--- config.mk ---
export PLATFORM = sky130hd
export DESIGN_NAME = xcvr_ctrl_status
export DESIGN_NICKNAME = d
export VERILOG_FILES = /design/src/rtl/xcs_pkg.sv /design/src/rtl/xcs_sync.sv /design/src/rtl/xcs_tick.sv /design/src/rtl/xcs_regfile.sv /design/src/rtl/xcvr_ctrl_status.sv
export SDC_FILE = /design/constraint.sdc
export NUM_CORES = 1
export LEC_CHECK = 0
export ABC_AREA = 1
export BUFFER_PORTS_ARGS = -buffer_cell sky130_fd_sc_hd__buf_4
export CAP_MARGIN = 20
export CORE_ASPECT_RATIO = 0.9
export CORE_MARGIN = 8
export CORE_UTILIZATION = 34
export DETAILED_ROUTE_END_ITERATION = 6
export GPL_TIMING_DRIVEN = 0
export HOLD_SLACK_MARGIN = 0.15
export MAX_ROUTING_LAYER = met4
export SLEW_MARGIN = 10
export SYNTH_ARGS = -nofsm -noshare
export SYNTH_HDL_FRONTEND = slang
export SYNTH_SLANG_ARGS = --single-unit
--- constraint.sdc ---
create_clock -name clk -period 1.5 [get_ports clk]
set_input_delay 0.3 -clock clk [delete_from_list [all_inputs] [get_ports clk]]
set_output_delay 0.3 -clock clk [all_outputs]
set_load 0.05 [all_outputs]
--- src/rtl/xcs_pkg.sv ---
// Package: bit layout of the status/control byte and input vector indexes.
// Assumes an 8-bit register; positions are fixed because host software decodes them.
package xcs_pkg;
    localparam int REG_W       = 8;
    localparam int B_TXD_PIN   = 7;
    localparam int B_TXD_SOFT  = 6;
    localparam int B_RS1_PIN   = 5;
    localparam int B_RS0_PIN   = 4;
    localparam int B_RATE_SOFT = 3;
    localparam int B_FAULT_PIN = 2;
    localparam int B_LOS_PIN   = 1;
    localparam int B_NRDY      = 0;

    localparam int N_IN     = 6;
    localparam int IN_TXD   = 0;
    localparam int IN_RS1   = 1;
    localparam int IN_RS0   = 2;
    localparam int IN_FAULT = 3;
    localparam int IN_LOS   = 4;
    localparam int IN_RDY   = 5;

    localparam logic [REG_W-1:0] MIRROR_MASK = 8'hB6;
endpackage

--- src/rtl/xcs_sync.sv ---
// Module: per-bit multi-flop synchronizer for asynchronous level inputs.
// Assumes the inputs are slow levels; no pulse capture. Resets to 0.
module xcs_sync #(
    parameter int W      = 6,
    parameter int STAGES = 2
) (
    input  logic         clk,
    input  logic         rst_n,
    input  logic [W-1:0] d_async,
    output logic [W-1:0] q_sync
);
    for (genvar b = 0; b < W; b++) begin : g_bit
        logic [STAGES-1:0] chain;
        // Shift the raw level through the flop chain.
        always_ff @(posedge clk) begin
            if (!rst_n) chain <= '0;
            else        chain <= {chain[STAGES-2:0], d_async[b]};
        end
        assign q_sync[b] = chain[STAGES-1];
    end
endmodule

--- src/rtl/xcs_tick.sv ---
// Module: free-running divider producing a one-cycle refresh tick every DIV cycles.
// Assumes DIV >= 2; DIV * clock period must stay below the 100 ms mirror bound.
module xcs_tick #(
    parameter int DIV = 4_000_000
) (
    input  logic clk,
    input  logic rst_n,
    output logic tick
);
    localparam int CW = (DIV > 1) ? $clog2(DIV) : 1;
    localparam logic [CW-1:0] LAST = CW'(DIV - 1);

    logic [CW-1:0] cnt;

    assign tick = (cnt == LAST);

    // Count up and wrap on the tick cycle.
    always_ff @(posedge clk) begin
        if (!rst_n)    cnt <= '0;
        else if (tick) cnt <= '0;
        else           cnt <= cnt + 1'b1;
    end
endmodule

--- src/rtl/xcs_regfile.sv ---
// Module: status/control byte storage, soft bits, effective outputs and ready flag.
// Assumes synchronized inputs; mirrors refresh only on tick; soft bits gated by enables.
module xcs_regfile
    import xcs_pkg::*;
#(
    parameter bit SOFT_TXD_EN  = 1'b1,
    parameter bit SOFT_RATE_EN = 1'b1
) (
    input  logic             clk,
    input  logic             rst_n,
    input  logic             tick,
    input  logic             wr_en,
    input  logic             wr_txd,
    input  logic             wr_rate,
    input  logic [N_IN-1:0]  in_sync,
    output logic [REG_W-1:0] reg_q,
    output logic             txd_eff,
    output logic             rate_eff
);
    logic mir_txd, mir_rs1, mir_rs0, mir_fault, mir_los;
    logic soft_txd, soft_rate;
    logic nrdy;

    // Copy synchronized pin levels into the mirror bits on each refresh tick.
    always_ff @(posedge clk) begin
        if (!rst_n) begin
            mir_txd   <= 1'b0;
            mir_rs1   <= 1'b0;
            mir_rs0   <= 1'b0;
            mir_fault <= 1'b0;
            mir_los   <= 1'b0;
        end else if (tick) begin
            mir_txd   <= in_sync[IN_TXD];
            mir_rs1   <= in_sync[IN_RS1];
            mir_rs0   <= in_sync[IN_RS0];
            mir_fault <= in_sync[IN_FAULT];
            mir_los   <= in_sync[IN_LOS];
        end
    end

    if (SOFT_TXD_EN) begin : g_soft_txd
        // Host-written soft transmit disable.
        always_ff @(posedge clk) begin
            if (!rst_n)     soft_txd <= 1'b0;
            else if (wr_en) soft_txd <= wr_txd;
        end
    end else begin : g_no_soft_txd
        logic unused_txd;
        assign unused_txd = wr_txd;
        assign soft_txd   = 1'b0;
    end

    if (SOFT_RATE_EN) begin : g_soft_rate
        // Host-written soft rate select.
        always_ff @(posedge clk) begin
            if (!rst_n)     soft_rate <= 1'b0;
            else if (wr_en) soft_rate <= wr_rate;
        end
    end else begin : g_no_soft_rate
        logic unused_rate;
        assign unused_rate = wr_rate;
        assign soft_rate   = 1'b0;
    end

    // Active-low ready flag: set by reset, cleared once by data_ready, never set again.
    always_ff @(posedge clk) begin
        if (!rst_n)               nrdy <= 1'b1;
        else if (in_sync[IN_RDY]) nrdy <= 1'b0;
    end

    // Combine soft bits with synchronized pins for the effective controls.
    always_comb begin
        txd_eff  = soft_txd  | in_sync[IN_TXD];
        rate_eff = soft_rate | in_sync[IN_RS0];
    end

    // Assemble the host-visible byte.
    always_comb begin
        reg_q              = '0;
        reg_q[B_TXD_PIN]   = mir_txd;
        reg_q[B_TXD_SOFT]  = soft_txd;
        reg_q[B_RS1_PIN]   = mir_rs1;
        reg_q[B_RS0_PIN]   = mir_rs0;
        reg_q[B_RATE_SOFT] = soft_rate;
        reg_q[B_FAULT_PIN] = mir_fault;
        reg_q[B_LOS_PIN]   = mir_los;
        reg_q[B_NRDY]      = nrdy;
    end
endmodule

--- src/rtl/xcvr_ctrl_status.sv ---
// Module: top of the transceiver status/control byte.
// Assumes asynchronous pin inputs and a host that writes with a one-cycle strobe.
module xcvr_ctrl_status
    import xcs_pkg::*;
#(
    parameter int REFRESH_DIV  = 4_000_000,
    parameter int SYNC_STAGES  = 2,
    parameter bit SOFT_TXD_EN  = 1'b1,
    parameter bit SOFT_RATE_EN = 1'b1
) (
    input  logic       clk,
    input  logic       rst_n,
    input  logic       wr_en,
    input  logic [7:0] wr_data,
    output logic [7:0] rd_data,
    input  logic       pin_tx_dis,
    input  logic       pin_rs1,
    input  logic       pin_rs0,
    input  logic       pin_tx_fault,
    input  logic       pin_rx_los,
    input  logic       data_ready,
    output logic       tx_disable_eff,
    output logic       rate_sel_eff
);
    logic [N_IN-1:0] raw_in;
    logic [N_IN-1:0] in_sync;
    logic            tick;
    logic            unused_wr;

    // Gather asynchronous inputs in package index order.
    always_comb begin
        raw_in           = '0;
        raw_in[IN_TXD]   = pin_tx_dis;
        raw_in[IN_RS1]   = pin_rs1;
        raw_in[IN_RS0]   = pin_rs0;
        raw_in[IN_FAULT] = pin_tx_fault;
        raw_in[IN_LOS]   = pin_rx_los;
        raw_in[IN_RDY]   = data_ready;
    end

    assign unused_wr = ^{wr_data[B_TXD_PIN], wr_data[B_RS1_PIN], wr_data[B_RS0_PIN],
                         wr_data[B_FAULT_PIN], wr_data[B_LOS_PIN], wr_data[B_NRDY]};

    xcs_sync #(.W(N_IN), .STAGES(SYNC_STAGES)) sync_i (
        .clk     (clk),
        .rst_n   (rst_n),
        .d_async (raw_in),
        .q_sync  (in_sync)
    );

    xcs_tick #(.DIV(REFRESH_DIV)) tick_i (
        .clk   (clk),
        .rst_n (rst_n),
        .tick  (tick)
    );

    xcs_regfile #(.SOFT_TXD_EN(SOFT_TXD_EN), .SOFT_RATE_EN(SOFT_RATE_EN)) regs_i (
        .clk      (clk),
        .rst_n    (rst_n),
        .tick     (tick),
        .wr_en    (wr_en),
        .wr_txd   (wr_data[B_TXD_SOFT]),
        .wr_rate  (wr_data[B_RATE_SOFT]),
        .in_sync  (in_sync),
        .reg_q    (rd_data),
        .txd_eff  (tx_disable_eff),
        .rate_eff (rate_sel_eff)
    );
endmodule

==> results.md <==
* Post-synth top flop: dfxtp_1
* FF-to-FF setup slack at 70 ps
* Cell variety after synth at 24
* Area grow syn2layout at 24.51%
* Seq/Total Area, Yosys at a little over two fifths
* #FFs+latches synth at 42
* Residual DRC at 0
* Root buffer cell: clkbuf_8
* WL/cell at about 9.6 microns
* Hold path start: data_ready
* Die Height at 87.28 microns
* First-pass GRT wire length at between 5000 and 6000 microns
* Util after Layout at between 40% and 50%
* Status: completed
* Worst Hold Class: in -> reg
* Number of buffers created by CTS at 5
* Top-count cell post-synth: nand2_1
* GPL Wtd Cong at between 0.8 and 0.9
* Post-Synthesis Mean Instance Area at 7.243 sq um
* Placed Instance Area at between 2000 and 2500 sq um
* CORE AREA at approximately 5600 sq um
* Die width at 95.20 microns
* # IOs at 27
* Worst Hold Path EP: sync_i.g_bit[5].chain[0]
* Period utilisation layout at 95.25%
* Yosys top cell area share at 43.81%
* EDFF count, synth at 0
* Crit path kind: reg -> reg
* Vias in the first global route at between 1000 and 1500
* Leakage power total at between 1 and 1.5 nW
* Mapped Cells at around 270
* Yosys warnings at 0
* H-Tree Depth at 2
* Fin crit period at between 1000 and 1500 ps
* Setup crit end kind: flip-flop
* Initial core utilization at roughly 35%
* Setup WS pre-CTS at -126.5 ps
* DRT Pass-1 Iters at 4
* Diode count at 0
* Worst-case clock buffer depth at 2
* Most area-consuming cells after synthesis: dfxtp_1, nand2_1, inv_1, nor2_1, nand3_1
* CTS Hold Bufs at 0
* Yosys top cell by area: dfxtp_1
* Critical path startpoint category: flip-flop
* Skew-Pair Late Insertion Delay at between 200 and 300 ps
* Worst Path Arrival at 1610 ps
* Share of cells above drive strength 1 at between 20 and 25%
* Detailed-route via count at around 1500
* DRT iter0 DRCs at a little over 60
* GRT Overall Usage at under 10%
* Non-Filler Instances at ~370
* DIE AREA at 8309 sq um
* PortBufs at 20
* Final instance area at around 2400 sq um
* Worst R2R End: tick_i.cnt[3]
* Maximum number of pins on one net before global-route repair at 14
* Row count at 26
* Final setup violating endpoints at 0
* Required time worst endpoint at roughly 1700 ps
* F_max at between 600 and 700 MHz
* Worst-path clk slew at around 80 ps
* Max Cap Viol at 0
* Nets at roughly 320
* Setup_tns at 0 ps
* DP HPWL at 2603 microns
* Clock skew at 6.943 ps
* Max_slew headroom at ~72%
* WL final at 3579 microns
* FFs w/ async S/R, synth at 0%
* Grt total ovfl at 0
* VDD IR max at 432.2 uV
* Max Fanout on Critical Path at 6
* DR vias/cell at 4.051
* Post-route setup slack at around 70 ps
* CTS Sinks at 42
* Syn_nets at between 200 and 300
* Hold Fails Final Rpt at 0
* R2R cell count at 9
* Commonest cells post-synth: nand2_1, inv_1, nor2_1
* R2R Path Start: tick_i.cnt[0]
* Fin. max-slew vios at 0
* Slew @ Worst Pin at roughly 420 ps
* Placed Instances at 355
* Synthesized area at between 1500 and 2000 sq um
* Power Dens Cells at about 850 nW/um^2
* Initial antenna violation count at 0
* Hold depth at 3
* Post-DRT Antenna Nets at 0
* TritonCTS clock tree: built
## per-layer routing
layer | wire length, microns | track usage [%] | vias up
met5 | 0 | - | -
met4 | 27 | 4.249 | 0
met3 | 121 | 2.586 | 2
met2 | 1625 | 13.98 | 18
met1 | 1803 | 10.93 | 637
li1 | - | - | 850
## metrics by stage
stage	hold WS [ps]	total power, mW
3_5_place_dp	396.0	1.327
2_1_floorplan	390.5	1.276
6_report	184.8	2.036
4_1_cts	175.2	2.046
5_1_grt	178.9	2.147
3_3_place_gp	393.4	1.325
## kinds of logic after synthesis
| group | count (synthesis) | synth area share, % |
|---|---|---|
| AO/OA/AOI/OAI | 11 | 3.390 |
| XOR/XNOR | 11 | 5.019 |
| adder cells (fa/ha/maj) | 1 | 0.6518 |
| buffers and inverters | 59 | 13.89 |
| flip-flops | 42 | 43.81 |
| AND/OR/NAND/NOR | 141 | 33.25 |
## worst max-delay path: stages, from the launching register on
cell	delay (ps)
dfxtp_4	370
ha_4	140
nand2_4	60
nor2_4	120
nand2_4	80
nor2_4	140
nand2_4	110
nand2_8	130
clkbuf_16	150
a21oi_2	30
## worst max-delay path by stage
stage,from,to,slack (ps)
6_report,tick_i.cnt[0],tick_i.cnt[3],70
5_1_grt,tick_i.cnt[0],tick_i.cnt[3],-10
4_1_cts,tick_i.cnt[0],tick_i.cnt[16],10
3_5_place_dp,tick_i.cnt[0],tick_i.cnt[16],-130
3_3_place_gp,tick_i.cnt[0],tick_i.cnt[10],-110
2_1_floorplan,tick_i.cnt[0],tick_i.cnt[11],70
## timing repair
action / 4_1_cts / 5_1_grt
setup buffers: 2 / 5
pin swaps: 2 / 5
endpoints found under the setup margin: 20 / 22
gates cloned: 0 / 2
gates resized for setup: 3 / 9
## cell usage in the layout, fill, tap and decap left out, types with 4 or more instances in the layout
cell type / n
nor2_4: 5
a21oi_1: 4
nand4_1: 5
inv_1: 47
nand2_1: 63
buf_4: 35
xor2_1: 7
nor2_1: 43
dfxtp_1: 38
clkbuf_8: 5
o21ai_0: 4
nand3_1: 13
xnor2_1: 4
## where the power goes
| group | switching (mW) | internal (mW) | leakage, nW | total, mW |
|---|---|---|---|---|
| logic | 0.0919 | 0.0808 | 0.661 | 0.173 |
| registers | 0.0147 | 1.14 | 0.344 | 1.16 |
| clock network | 0.379 | 0.328 | 0.0452 | 0.707 |
## area by class of cell
class	instances	area (sq um)
clock inverters	2	13.76
multi-input cells	164	840.8
plain buffers	12	97.59
fillers	583	3173
inverters	47	176.4
repair buffers	29	252.7
flip-flops and latches	42	848.3
clock buffers	6	72.57
well taps	70	87.58
## sequential cells by signal (all words and copies together), names as in the netlist
signal              flops
tick_i.cnt             22
sync_i.g_bit.chain     12
regs_i.mir_fault        1
regs_i.mir_los          1
regs_i.mir_rs0          1
regs_i.mir_rs1          1
regs_i.mir_txd          1
regs_i.nrdy             1
regs_i.soft_rate        1
regs_i.soft_txd         1
(Power assumes the default switching activity.)
